[src/rtl/ctr24_pkg.sv]
package ctr24_pkg;

    localparam int CNT_W   = 24;
    localparam int BUS_W   = 16;
    localparam int HI_W    = CNT_W - BUS_W;
    localparam int SYNC_N  = 2;
    localparam int N_ASYNC = 4;

    typedef enum logic [1:0] {
        REG_LO   = 2'd0,
        REG_HI   = 2'd1,
        REG_MODE = 2'd2,
        REG_CMD  = 2'd3
    } reg_sel_e;

    typedef enum logic [1:0] {
        SRC_X1  = 2'd0,
        SRC_X2  = 2'd1,
        SRC_X4  = 2'd2,
        SRC_OFF = 2'd3
    } clk_src_e;

    localparam logic [2:0] TRIG_INDEX   = 3'd4;
    localparam logic [1:0] GATE_BY_FLAG = 2'd2;
    localparam int CMD_RESET_BIT = 15;
    localparam int CMD_LOAD_BIT  = 14;
    localparam int CMD_CLR_BIT   = 3;

    // Mode word, MSB first; bit positions are decoded by the counter logic.
    typedef struct packed {
        logic       rsvd;        // 15
        logic       pre_sel;     // 14
        logic       latch_rd;    // 13
        logic       dir_sw;      // 12
        logic       dir_down;    // 11
        clk_src_e   clk_src;     // 10:9
        logic [1:0] gate_ctl;    // 8:7
        logic [1:0] hw_src;      // 6:5
        logic [2:0] reload_trig; // 4:2
        logic       polarity;    // 1
        logic       alt_reload;  // 0
    } mode_t;

    typedef struct packed {
        logic evt;
        logic up;
    } step_t;

    // prev/cur hold {A,B}; forward order 00 -> 10 -> 11 -> 01.
    function automatic step_t quad_step(logic [1:0] prev, logic [1:0] cur, clk_src_e src);
        step_t s;
        logic  a_chg;
        logic  b_chg;
        a_chg = prev[1] ^ cur[1];
        b_chg = prev[0] ^ cur[0];
        s.up  = cur[1] ^ prev[0];
        case (src)
            SRC_X1:  s.evt = a_chg && !b_chg && cur[1];
            SRC_X2:  s.evt = a_chg && !b_chg;
            SRC_X4:  s.evt = a_chg ^ b_chg;
            default: s.evt = 1'b0;
        endcase
        return s;
    endfunction

endpackage

[src/rtl/ctr24_sync.sv]
module ctr24_sync #(
    parameter int W      = 4,
    parameter int STAGES = 2
) (
    input  logic         clk,
    input  logic         rst,
    input  logic [W-1:0] d_in,
    output logic [W-1:0] d_out
);
    logic [STAGES-1:0][W-1:0] stg;

    always_ff @(posedge clk) begin
        if (rst) stg <= '0;
        else     stg <= {stg[STAGES-2:0], d_in};
    end

    assign d_out = stg[STAGES-1];
endmodule

[src/rtl/ctr24_evt_gen.sv]
module ctr24_evt_gen
    import ctr24_pkg::*;
(
    input  logic     clk,
    input  logic     rst,
    input  logic     syn_a,
    input  logic     syn_b,
    input  logic     syn_tick,
    input  logic     syn_idx,
    input  clk_src_e clk_src,
    input  logic     dir_sw,
    input  logic     dir_down,
    output step_t    step,
    output logic     idx_rise
);
    logic prev_a, prev_b, prev_tick, prev_idx;
    step_t q;

    always_ff @(posedge clk) begin
        if (rst) begin
            prev_a    <= 1'b0;
            prev_b    <= 1'b0;
            prev_tick <= 1'b0;
            prev_idx  <= 1'b0;
        end else begin
            prev_a    <= syn_a;
            prev_b    <= syn_b;
            prev_tick <= syn_tick;
            prev_idx  <= syn_idx;
        end
    end

    always_comb begin
        q = quad_step({prev_a, prev_b}, {syn_a, syn_b}, clk_src);
        if (dir_sw) begin
            step.evt = syn_tick && !prev_tick;
            step.up  = !dir_down;
        end else begin
            step = q;
        end
    end

    assign idx_rise = syn_idx && !prev_idx;
endmodule

[src/rtl/ctr24_core.sv]
module ctr24_core
    import ctr24_pkg::*;
(
    input  logic             clk,
    input  logic             rst,
    input  logic             alt_reload,
    input  logic [1:0]       gate_ctl,
    input  logic [2:0]       reload_trig,
    input  logic [CNT_W-1:0] pr0,
    input  logic [CNT_W-1:0] pr1,
    input  logic             cmd_wr,
    input  logic             cmd_reset,
    input  logic             cmd_load,
    input  logic             cmd_clr,
    input  step_t            step,
    input  logic             idx_rise,
    output logic [CNT_W-1:0] count,
    output logic             flag
);
    localparam logic [CNT_W-1:0] ONE = CNT_W'(1);

    logic seg;
    logic enabled;
    logic [CNT_W-1:0] gap_len;
    logic [CNT_W-1:0] width_len;

    assign enabled   = (gate_ctl != GATE_BY_FLAG) || !flag;
    assign gap_len   = pr1 - pr0 - ONE;
    assign width_len = pr0 - ONE;

    always_ff @(posedge clk) begin
        if (rst) begin
            count <= '0;
            flag  <= 1'b0;
            seg   <= 1'b0;
        end else if (cmd_wr) begin
            if (cmd_reset) begin
                count <= '0;
                flag  <= 1'b0;
                seg   <= 1'b0;
            end
            if (cmd_load) begin
                count <= pr0;
                seg   <= 1'b0;
            end
            if (cmd_clr) flag <= 1'b0;
        end else if (idx_rise && reload_trig == TRIG_INDEX) begin
            count <= pr0;
        end else if (step.evt && enabled) begin
            if (step.up) begin
                count <= count + ONE;
            end else if (count != '0) begin
                count <= count - ONE;
            end else if (alt_reload) begin
                if (!seg) begin
                    seg   <= 1'b1;
                    flag  <= 1'b0;
                    count <= gap_len;
                end else begin
                    seg   <= 1'b0;
                    flag  <= 1'b1;
                    count <= width_len;
                end
            end else begin
                count <= pr0;
                flag  <= 1'b1;
            end
        end
    end
endmodule

[src/rtl/ctr24_channel.sv]
module ctr24_channel
    import ctr24_pkg::*;
(
    input  logic              clk,
    input  logic              rst,
    input  logic              wr_en,
    input  logic [1:0]        wr_sel,
    input  logic [BUS_W-1:0]  wr_data,
    input  logic              rd_en,
    input  logic [1:0]        rd_sel,
    output logic [BUS_W-1:0]  rd_data,
    output logic              rd_valid,
    input  logic              phase_a,
    input  logic              phase_b,
    input  logic              tick_in,
    input  logic              index_in,
    output logic              out_pin
);
    mode_t             mode;
    logic [HI_W-1:0]   hi_stage;
    logic [CNT_W-1:0]  pr0, pr1, snap, count;
    logic              flag;
    logic [N_ASYNC-1:0] syn;
    step_t             step;
    logic              idx_rise;
    logic              cmd_wr;
    logic [CNT_W-1:0]  hi_src;
    logic [BUS_W-1:0]  rd_next;

    ctr24_sync #(.W(N_ASYNC), .STAGES(SYNC_N)) sync_i (
        .clk   (clk),
        .rst   (rst),
        .d_in  ({index_in, tick_in, phase_b, phase_a}),
        .d_out (syn)
    );

    ctr24_evt_gen evt_i (
        .clk      (clk),
        .rst      (rst),
        .syn_a    (syn[0]),
        .syn_b    (syn[1]),
        .syn_tick (syn[2]),
        .syn_idx  (syn[3]),
        .clk_src  (mode.clk_src),
        .dir_sw   (mode.dir_sw),
        .dir_down (mode.dir_down),
        .step     (step),
        .idx_rise (idx_rise)
    );

    assign cmd_wr = wr_en && (wr_sel == REG_CMD);

    ctr24_core core_i (
        .clk         (clk),
        .rst         (rst),
        .alt_reload  (mode.alt_reload),
        .gate_ctl    (mode.gate_ctl),
        .reload_trig (mode.reload_trig),
        .pr0         (pr0),
        .pr1         (pr1),
        .cmd_wr      (cmd_wr),
        .cmd_reset   (wr_data[CMD_RESET_BIT]),
        .cmd_load    (wr_data[CMD_LOAD_BIT]),
        .cmd_clr     (wr_data[CMD_CLR_BIT]),
        .step        (step),
        .idx_rise    (idx_rise),
        .count       (count),
        .flag        (flag)
    );

    // Register writes: mode word, staged high byte, preload commit.
    always_ff @(posedge clk) begin
        if (rst) begin
            mode     <= '0;
            hi_stage <= '0;
            pr0      <= '0;
            pr1      <= '0;
        end else if (wr_en) begin
            case (reg_sel_e'(wr_sel))
                REG_MODE: mode     <= mode_t'(wr_data);
                REG_HI:   hi_stage <= wr_data[HI_W-1:0];
                REG_LO: begin
                    if (mode.pre_sel) pr1 <= {hi_stage, wr_data};
                    else              pr0 <= {hi_stage, wr_data};
                end
                default: ;
            endcase
        end
    end

    assign hi_src = mode.latch_rd ? snap : count;

    always_comb begin
        case (reg_sel_e'(rd_sel))
            REG_LO:   rd_next = count[BUS_W-1:0];
            REG_HI:   rd_next = {{(BUS_W-HI_W){1'b0}}, hi_src[CNT_W-1:BUS_W]};
            REG_MODE: rd_next = BUS_W'(mode);
            default:  rd_next = '0;
        endcase
    end

    always_ff @(posedge clk) begin
        if (rst) begin
            rd_data  <= '0;
            rd_valid <= 1'b0;
            snap     <= '0;
        end else begin
            rd_valid <= rd_en;
            if (rd_en) rd_data <= rd_next;
            if (rd_en && rd_sel == REG_LO && mode.latch_rd) snap <= count;
        end
    end

    assign out_pin = flag ^ mode.polarity;
endmodule

[config.mk]
export PLATFORM = sky130hd
export DESIGN_NAME = ctr24_channel
export DESIGN_NICKNAME = d
export VERILOG_FILES = /design/src/rtl/ctr24_pkg.sv /design/src/rtl/ctr24_sync.sv /design/src/rtl/ctr24_evt_gen.sv /design/src/rtl/ctr24_core.sv /design/src/rtl/ctr24_channel.sv
export SDC_FILE = /design/constraint.sdc
export NUM_CORES = 1
export LEC_CHECK = 0
export ABC_CLOCK_PERIOD_IN_PS = 8050
export BUFFER_PORTS_ARGS = -buffer_cell sky130_fd_sc_hd__buf_2
export CAP_MARGIN = 40
export CELL_PAD_IN_SITES_DETAIL_PLACEMENT = 1
export CELL_PAD_IN_SITES_GLOBAL_PLACEMENT = 1
export CORE_ASPECT_RATIO = 0.9
export CORE_MARGIN = 5
export CORE_UTILIZATION = 31
export DETAILED_ROUTE_END_ITERATION = 7
export HOLD_SLACK_MARGIN = 0.06
export PLACE_DENSITY_LB_ADDON = 0.1
export SYNTH_ARGS = -nofsm -noshare
export SYNTH_HDL_FRONTEND = slang
export SYNTH_SLANG_ARGS = --single-unit
[constraint.sdc]
create_clock -name clk -period 8.05 [get_ports clk]
set_input_delay 0.805 -clock clk [delete_from_list [all_inputs] [get_ports clk]]
set_output_delay 0.805 -clock clk [all_outputs]
set_load 0.01 [all_outputs]
### Word level (Yosys, flattened, before mapping)

Cells that the tools add are included.

| storage, ports and cells | value |
|---|---|
| flip-flop bits (word level) | 151 |
| input bits | 28 |
| output and inout port bits | 18 |
| logic and storage cells | 110 |

| operators by class | value |
|---|---|
| add/subtract/negate cells | 5 |
| equal/unequal tests | 14 |
| mux-type cells | 30 |
| bitwise operators | 6 |
| reductions and logical operators | 29 |

Operator list:

| operator | number |
|---|---|
| $mux W24 | 10 |
| $sub A24 B1 Y24 const B | 3 |
| $pmux W16 S3 | 1 |
| $add A24 B1 Y24 const B | 1 |
| $reduce_bool A24 Y1 | 1 |
| $sub A24 B24 Y24 | 1 |
| $mux W1 | 17 |
| $logic_and A1 B1 Y1 | 9 |
| $eq A2 B2 Y1 const B | 4 |
| $ne A2 B2 Y1 const B | 4 |
| $eq A2 B1 Y1 const B | 3 |
| $logic_not A2 Y1 | 3 |
| $ne A3 B3 Y1 const B | 2 |
| $reduce_and A2 Y1 | 3 |
| $reduce_and A3 Y1 | 2 |
| $reduce_and A6 Y1 | 1 |
| $logic_not A1 Y1 | 5 |
| $reduce_and A5 Y1 | 1 |
| $xor A1 B1 Y1 | 5 |
| $reduce_bool A2 Y1 | 2 |
| $eq A3 B3 Y1 const B | 1 |
| $pmux W1 S3 | 1 |
| $reduce_bool A3 Y1 | 1 |
| $mux W2 | 1 |
| other kinds (2) | 2 |

### Logic depth before layout (Yosys ltp)

Gate-level depths: netlist (run 1).

| logic depth | value |
|---|---|
| depth in word-level cells | 10 |
| gate-level depth with buffers | 12 |
| depth with buffers taken out | 11 |

### Modules after synthesis

A second synthesis (run 1) with hierarchy kept.

| second synthesis, totals | value |
|---|---|
| cells, all modules | 1211 |
| area, all modules | 9137.5 um^2 |

By module, submodules not included:

| module | times used | cells each | area an instance (um^2) | seq. area each (um^2) |
|---|---|---|---|---|
| ctr24_core | 1 | 738 | 4928.5 | 520.5 |
| ctr24_channel | 1 | 433 | 3777.4 | 1941.9 |
| ctr24_sync | 1 | 20 | 240.2 | 160.2 |
| ctr24_evt_gen | 1 | 20 | 191.4 | 80.1 |

### Least setup slack after synthesis (run 1)

No wires, ideal clock.

| path | value |
|---|---|
| path type | reg-to-reg |
| start | register pr0[0] |
| end | register core_i.count[20] |
| setup time | 81 ps |
| data arrival time | 2813 ps |
| data required time | 7969 ps |
| setup slack | 5157 ps |
| stages on the path, launching flop included | 12 |
| buffers on the path | 0 |
| clock period less this slack | 2893 ps |
| cell sequence | dfxtp_1 > inv_1 > ha_1 > fa_1 > a211oi_1 > o21ai_0 > nand4_1 > a41oi_1 > o2111ai_1 > a31oi_1 > or3b_1 > a41oi_1 |

| on the way | value |
|---|---|
| word-level cells in the longest chain between the ends | 9 |
| elaborated cells between the ends (all ways) | 10 |
| classes of those cells | add/sub: 3; mux: 7 |

RTL lines:

| what | line | RTL |
|---|---|---|
| start, declared | ctr24_channel.sv:21 | `logic [CNT_W-1:0] pr0, pr1, snap, count;` |
| start signal, assigned | ctr24_channel.sv:84 | `else pr0 <= {hi_stage, wr_data};` |
| $sub A24 B24 Y24 | ctr24_core.sv:28 | `assign gap_len = pr1 - pr0 - ONE;` |
| $sub A24 B1 Y24 | ctr24_core.sv:28 |  |
| $mux W24 (*) | ctr24_core.sv:55 | `if (!seg) begin` |
| $mux W24 (*) | ctr24_core.sv:54 | `end else if (alt_reload) begin` |
| $mux W24 (*) | ctr24_core.sv:52 | `end else if (count != '0) begin` |
| $mux W24 (*) | ctr24_core.sv:50 | `if (step.up) begin` |
| $mux W24 (*) | ctr24_core.sv:49 | `end else if (step.evt && enabled) begin` |
| $mux W24 (*) | ctr24_core.sv:47 | `end else if (idx_rise && reload_trig == TRIG_INDEX) begin` |
| $mux W24 (*) | ctr24_core.sv:36 | `end else if (cmd_wr) begin` |
| end signal, assigned | ctr24_core.sv:48 | `count <= pr0;` |
| end signal, assigned | ctr24_core.sv:51 | `count <= count + ONE;` |
| end signal, assigned | ctr24_core.sv:53 | `count <= count - ONE;` |
| end, declared | ctr24_core.sv:17 | `output logic [CNT_W-1:0] count,` |

Mark *: on every way between the ends. The rest lies on a longest branch, timed or not. The select of a mux whose other input is x is not followed.
A chain may end at the register's enable or synchronous reset.

### Worst setup path after layout (run 1)

| path | value |
|---|---|
| start | register pr0[2] |
| end | register core_i.count[21] |

The elaborated chain is that of the path after synthesis.

==> run metrics, run 1 <==
mapped cell area 0.00897 mm^2; Max Clk Rate 0.293 GHz; post-DP HPWL 26800 um; WP data required 8.34 ns; run status complete, no violations; CTS clk-pin slew, worst paths 0.07 ns; Post-Route WL 35600 um; CP startpoint kind flip-flop; footprint of the multi-input gates 0.00574 mm^2; TritonCTS Sinks 135; total congestion overflow 0; H-tree levels 4; Final Skew 0.0132 ns; largest cells by area after synthesis dfxtp_1 30%, nand2_1 7.7%, a21oi_1 7.4%; max_cap viols 0; Placeable Area 0.0287 mm^2; port bufs 45; hold_buf cts 0; YS warnings 0; Vias 8998; CTS Buffer Depth 2; Area growth, synth to finish 11.7%; flip-flop and latch count after synthesis 135; Post-synth EDFFs 0; design area 0.0100 mm^2; Pins Over Slew Limit 0; die width 189 um; Post-synth ARST share 0%; vias in the first global route 8885; DRT met1 WL 17800 um; Final Hold Slack 0.432 ns; initial antenna violation count 0; Die Y-Extent 171 um; Most used DFF post-synth dfxtp_1; number of buffers created by CTS 17; Leak Pwr 3.65 nW; storage element area 0.00270 mm^2; Cell variety after synth 79; fin crit share 42.5%; worst vdd ir 0.130 mV; dpl ws 4.68 ns; postcts setup bufs 0; Final Hold Fails 0; drt wl/cell 22.9 um; Fillers 3475; Pre-antenna DRT Iters 5; post-placement cell area 0.00943 mm^2; All-Layer GR Usage 21.9%; layout cells sized above 1 10.8%; Fin Setup TNS 0 ns; GPL Wtd Cong 0.840; first-pass GRT wire length 54500 um; Pwr Density 202 mW/mm^2; DIE AREA 0.0325 mm^2; Period minus WS final 3.42 ns; Post-Synthesis Cells 1200; Synth top area share 30.1%; met2 WL 16600 um; Worst Tran Pin Value 0.890 ns; relative slew slack 40.4%; Worst Slack Setup Final 4.63 ns; Top Layer Used met4; wire length on met3 919 um; cell taking the most area after synthesis dfxtp_1; Final nets 1238; RSZ-0062 raised after global routing false; DRC violation count after routing 0; worst setup path class reg2reg; Initial Utilization 31.3%; CP Max Fanout 7; CP Capture Type flip-flop; largest net degree at the start of global routing 49; Clk Latency, worst-skew pair 0.44 ns; Avg Cell Area, Syn 7.48 um^2; drt via density 5.77; final setup fails 0; TritonCTS clock tree yes; Starting DRT DRC Count 630; # resized after CTS 0; Worst Path Arrival 3.71 ns; CTS root buffer clkbuf_16; most frequent cell after synthesis nand2_1; Routed Antenna Nets 0; Post-synth top cells 185 x nand2_1, 135 x dfxtp_1, 132 x a21oi_1; Mapped Nets 1257; # diodes 0; Placement Rows 59; # IOs 46; hold crit path type reg2reg; Seq/Total Area, Yosys 30.1%
[power by group]
part | switching, mW | internal [mW]
Sequential | 0.0589 | 0.694
Combinational | 0.284 | 0.174
Clock | 0.368 | 0.451
[logic make-up after synthesis]
group,Yosys count,synth area share [%]
xor gates and xnor gates,41,4.00
muxes,49,5.60
and+or+nand+nor,460,25.2
adders and majority gates,29,4.13
DFF,135,30.1
AOI/OAI and AO/OA,350,25.0
buffers and inverters,136,6.01
[state kept, by name (all words and copies together), names as in the netlist]
signal and flops:
core_i.count 24, rd_data 16, sync_i.stg 4, pr0 24
evt_i.prev_a 1, evt_i.prev_idx 1, rd_valid 1, mode 16
core_i.seg 1, hi_stage 8, snap 8, evt_i.prev_b 1
evt_i.prev_tick 1, core_i.flag 1, pr1 24, sync_i.d_out 4
[placed cells by master, fill, tap and decap left out, types with 6 or more instances in the layout]
| master | Yosys | routed |
|---|---|---|
| a2111oi_0 | 7 | 7 |
| a211oi_1 | 22 | 22 |
| a21o_1 | 15 | 15 |
| a21oi_1 | 132 | 132 |
| a221oi_1 | 10 | 10 |
| a22oi_1 | 11 | 11 |
| a311oi_1 | 8 | 8 |
| a31oi_1 | 10 | 10 |
| and2_1 | 6 | 6 |
| and3_1 | 6 | 6 |
| buf_2 | 7 | 44 |
| buf_4 | 3 | 15 |
| clkbuf_16 | 0 | 17 |
| dfxtp_1 | 135 | 135 |
| ha_1 | 28 | 28 |
| inv_1 | 36 | 36 |
| inv_8 | 0 | 6 |
| mux2_2 | 10 | 10 |
| mux2i_1 | 39 | 38 |
| nand2_1 | 185 | 185 |
| nand2b_1 | 8 | 8 |
| nand3_1 | 29 | 29 |
| nand4_1 | 19 | 19 |
| nor2_1 | 88 | 88 |
| nor2b_1 | 25 | 25 |
| nor3_1 | 31 | 30 |
| nor4_1 | 14 | 14 |
| o211ai_1 | 6 | 6 |
| o21ai_0 | 57 | 57 |
| o221ai_1 | 13 | 13 |
| o22ai_1 | 10 | 10 |
| o31ai_1 | 7 | 7 |
| or3_1 | 9 | 9 |
| or4_1 | 6 | 6 |
| xnor2_1 | 26 | 26 |
| xor2_1 | 15 | 15 |
[final timing paths]
path	endpoint	slack, ns	cells past startpoint	startpoint
setup / recovery	core_i.count[21]	4.63	10	pr0[2]
hold / removal	evt_i.prev_tick	0.43	2	sync_i.d_out[2]
hold reg to reg	evt_i.prev_tick	0.43	2	sync_i.d_out[2]
setup reg to reg	core_i.count[21]	4.63	10	pr0[2]
[metal layers]
| layer | GRT usage, % | vias up |
|---|---|---|
| li1 | - | 4310 |
| met1 | 30.7 | 4528 |
| met2 | 36.7 | 140 |
| met3 | 2.80 | 20 |
| met4 | 4.31 | 0 |
| met5 | 0 | - |
[stage by stage]
step / utilization (%) / power, mW / cells
after CTS: 34.9 / 2.04 / 1560
after global routing: 34.9 / 2.12 / 1560
final: 34.9 / 2.03 / 1560
after floorplan: - / 1.07 / 1200
after global placement: 32.6 / 1.21 / 1522
after detailed placement: 32.8 / 1.22 / 1528
[final cells by class]
| cell class | count | share of cell area [%] |
|---|---|---|
| Timing Repair Buffer | 62 | 3.90 |
| Clock inverter | 14 | 1.55 |
| Inverter | 36 | 1.35 |
| Sequential cell | 135 | 27.0 |
| Tap cell | 366 | 4.57 |
| Clock buffer | 18 | 4.38 |
| Multi-Input combinational cell | 929 | 57.3 |
[worst max-delay path: stages (launching register included)]
cell      delay [ns]
dfxtp_1         0.48
inv_1           0.13
ha_1            0.37
and3_1          0.23
a22o_1          0.23
o41ai_1         0.69
o21a_1          0.41
a211oi_1        0.16
a211o_1         0.27
o21ai_0         0.21
a21oi_1         0.10
No activity file was read; power rests on OpenSTA's default activity.
==> inputs of run 2 (changes only) <==
--- a/config.mk
+++ b/config.mk
@@ -5,7 +5,8 @@
 export SDC_FILE = /design/constraint.sdc
 export NUM_CORES = 1
 export LEC_CHECK = 0
-export ABC_CLOCK_PERIOD_IN_PS = 8050
+export ABC_AREA = 1
+export ABC_CLOCK_PERIOD_IN_PS = 3450
 export BUFFER_PORTS_ARGS = -buffer_cell sky130_fd_sc_hd__buf_2
 export CAP_MARGIN = 40
 export CELL_PAD_IN_SITES_DETAIL_PLACEMENT = 1
==> constraint.sdc (replaced) <==
create_clock -name clk -period 3.45 [get_ports clk]
set_input_delay 0.345 -clock clk [delete_from_list [all_inputs] [get_ports clk]]
set_output_delay 0.345 -clock clk [all_outputs]
set_load 0.01 [all_outputs]
==> run 2 against run 1 <==
  * Sequential power up 130%
  * Area after synthesis grew 6.2%
  * Sequential cell count is the same
  * Count of clock-buffer cells in the layout fell by 1
  * Critical path depth is 7 higher
  * Worst setup slack lost 4.0 ns
  * Critical path type unchanged
  * Critical endpoint is now core_i.count[19]
  * Largest cell class unchanged
  * Largest power group unchanged
==> run metrics, run 2 <==
CP startpoint kind flip-flop; relative slew slack 40.5% (+0.12 points); Area growth, synth to finish 14.0%; Fin Setup TNS 0 ns (unchanged); largest cells by area after synthesis dfxtp_1 28%, nand2_1 13%, a21oi_1 9.6%; Vias 10600 (+18%); Pwr Density 470 mW/mm^2 (+130%); number of buffers created by CTS 17 (unchanged); largest net degree at the start of global routing 55 (+12%); Min-Delay Startpoint phase_b; die width 195 um (+2.9%); Cell variety after synth 49 (-38%); Max Clk Rate 0.353 GHz (+21%); Placeable Area 0.0306 mm^2 (+6.6%); Clk Latency, worst-skew pair 0.44 ns (about the same); postcts setup bufs 0 (unchanged); Fillers 4068 (+17%); hold crit path type in2reg; Final Skew 0.0121 ns (-0.00112 ns); placed instance count 1986 (+30%); # resized after CTS 0 (unchanged); flip-flop and latch count after synthesis 135 (unchanged); Pins Over Slew Limit 0 (unchanged); FF-to-FF path depth 17 (+7); Final nets 1653 (+34%); Final Hold Fails 0 (unchanged); post-DP HPWL 32700 um (+22%); Synth top area share 28.3% (-1.8 points); CP Max Fanout 7 (unchanged); CP Capture Type flip-flop; R2R Path Start pr0[7]; Routed Antenna Nets 0 (unchanged); worst setup path class reg2reg; hold_buf cts 0 (unchanged); Die Y-Extent 176 um (+2.9%); Starting DRT DRC Count 669 (+6.2%); Avg Cell Area, Syn 6.07 um^2 (-19%); initial antenna violation count 0 (unchanged); H-tree levels 4 (unchanged); Post-Synthesis Cells 1570 (+31%); drt wl/cell 20.7 um (-9.4%); Seq/Total Area, Yosys 28.3% (-1.8 points); Pre-antenna DRT Iters 5 (unchanged); most common cell after layout, fill and taps aside nand2_1; CTS Buffer Depth 2 (unchanged); Post-Route WL 41800 um (+17%); Leak Pwr 5.15 nW (+41%); total congestion overflow 0 (unchanged); DRC violation count after routing 0 (unchanged); Initial Utilization 31.2% (-0.098 points); post-placement cell area 0.0102 mm^2 (+8.7%); worst vdd ir 0.384 mV (+200%); most frequent cell after synthesis nand2_1; cell taking the most area after synthesis dfxtp_1; TritonCTS clock tree yes; GPL Wtd Cong 0.885 (+5.3%); Worst Path Arrival 3.15 ns (-0.56 ns); mapped cell area 0.00954 mm^2 (+6.2%); Period minus WS final 2.83 ns (-0.587 ns); Mapped Nets 1627 (+29%); crit path launch pr0[7]; DIE AREA 0.0344 mm^2 (+5.9%); non-filler cells, final 2019 (+29%); fin crit share 82.0% (+40 points); final setup fails 0 (unchanged); storage element area 0.00270 mm^2 (unchanged); Post-synth top cells 341 x nand2_1, 209 x nor2_1, 182 x a21oi_1; max_cap viols 0 (unchanged); Post-synth EDFFs 0 (unchanged); # IOs 46 (unchanged); first-pass GRT wire length 64000 um (+18%); design area 0.0109 mm^2 (+8.5%); Post-synth ARST share 0% (unchanged); Worst Tran Pin Value 0.891 ns (+0.00107 ns); Placement Rows 61 (+3.4%); layout cells sized above 1 8.89% (-1.9 points); worst hold path depth 3 (+1); CTS root buffer clkbuf_16; YS warnings 0 (unchanged); commonest cells after routing, fill and taps aside 341 x nand2_1, 209 x nor2_1, 182 x a21oi_1, 181 x o21ai_0, 179 x inv_1; run status complete, no violations; drt via density 5.25 (-8.9%); footprint of the multi-input gates 0.00585 mm^2 (+1.9%); WP data required 3.77 ns (-4.57 ns); TritonCTS Sinks 135 (unchanged); Largest regs core_i.count (24), pr0 (24), pr1 (24); Most used DFF post-synth dfxtp_1; RSZ-0062 raised after global routing false; vias in the first global route 10600 (+19%); port bufs 45 (unchanged); CTS clk-pin slew, worst paths 0.08 ns (about the same); All-Layer GR Usage 24.0% (+2.1 points)
run 2: final timing paths:
| path | end | slack, ns |
|---|---|---|
| setup / recovery | core_i.count[19] | 0.62 |
| hold / removal | sync_i.stg[1] | 0.11 |
| setup reg to reg | core_i.count[19] | 0.62 |
| hold reg to reg | sync_i.d_out[3] | 0.41 |
run 2: through the flow:
| stage | hold slack [ns] | utilization [%] | power, mW | worst slack (ns) |
|---|---|---|---|---|
| final | 0.109 | 35.5 | 5.11 | 0.619 |
| after global placement | 0.392 | 33.3 | 3.12 | 0.223 |
| after floorplan | 0.388 | - | 2.67 | 1.24 |
| after global routing | 0.113 | 35.5 | 5.38 | 0.357 |
| after CTS | 0.0868 | 35.5 | 5.14 | 0.637 |
| after detailed placement | 0.398 | 33.5 | 3.15 | 0.674 |
run 2: critical path, cell delays in order, from the launching register on:
cell	delay, ns
dfxtp_1	0.54
inv_1	0.20
ha_1	0.42
nand2_1	0.13
nor2_1	0.27
inv_1	0.07
nor2_1	0.11
nand3_1	0.23
nand3_1	0.17
nand2_1	0.06
nand3_1	0.09
nand2_1	0.07
nand2_1	0.08
nand2_1	0.05
nand2_1	0.06
nand2_1	0.05
nand2_1	0.06
a21oi_1	0.06
run 2: logic make-up after synthesis:
kind of cell	Yosys count	share of synthesized area (%)
buf+inv	256	10.4
flops	135	28.3
fa+ha+maj	29	3.88
simple gates	702	31.3
xor+xnor	33	3.03
compound gates	415	23.1
run 2: final cells by class:
cell class,count,share of cell area (%)
multi-input cells,1179,53.8
well taps,409,4.71
repair buffers,70,4.23
inverters,193,6.66
clock inverters,15,1.83
clock buffers,17,3.91
diodes,1,0.0230
flip-flops and latches,135,24.9
run 2: per-layer routing:
layer | track usage [%] | vias to the layer above | routed length, um
met1 | 34.6 | 5134 | 21000
met3 | 3.49 | 43 | 1750
met5 | 0 | - | 0
met4 | 5.82 | 0 | 750
li1 | - | 5204 | -
met2 | 38.0 | 223 | 18300
run 2: where the power goes:
group	internal, mW	switching (mW)	total, mW
Sequential	1.64	0.122	1.76
Combinational	0.415	0.959	1.37
Clock	1.05	0.924	1.98
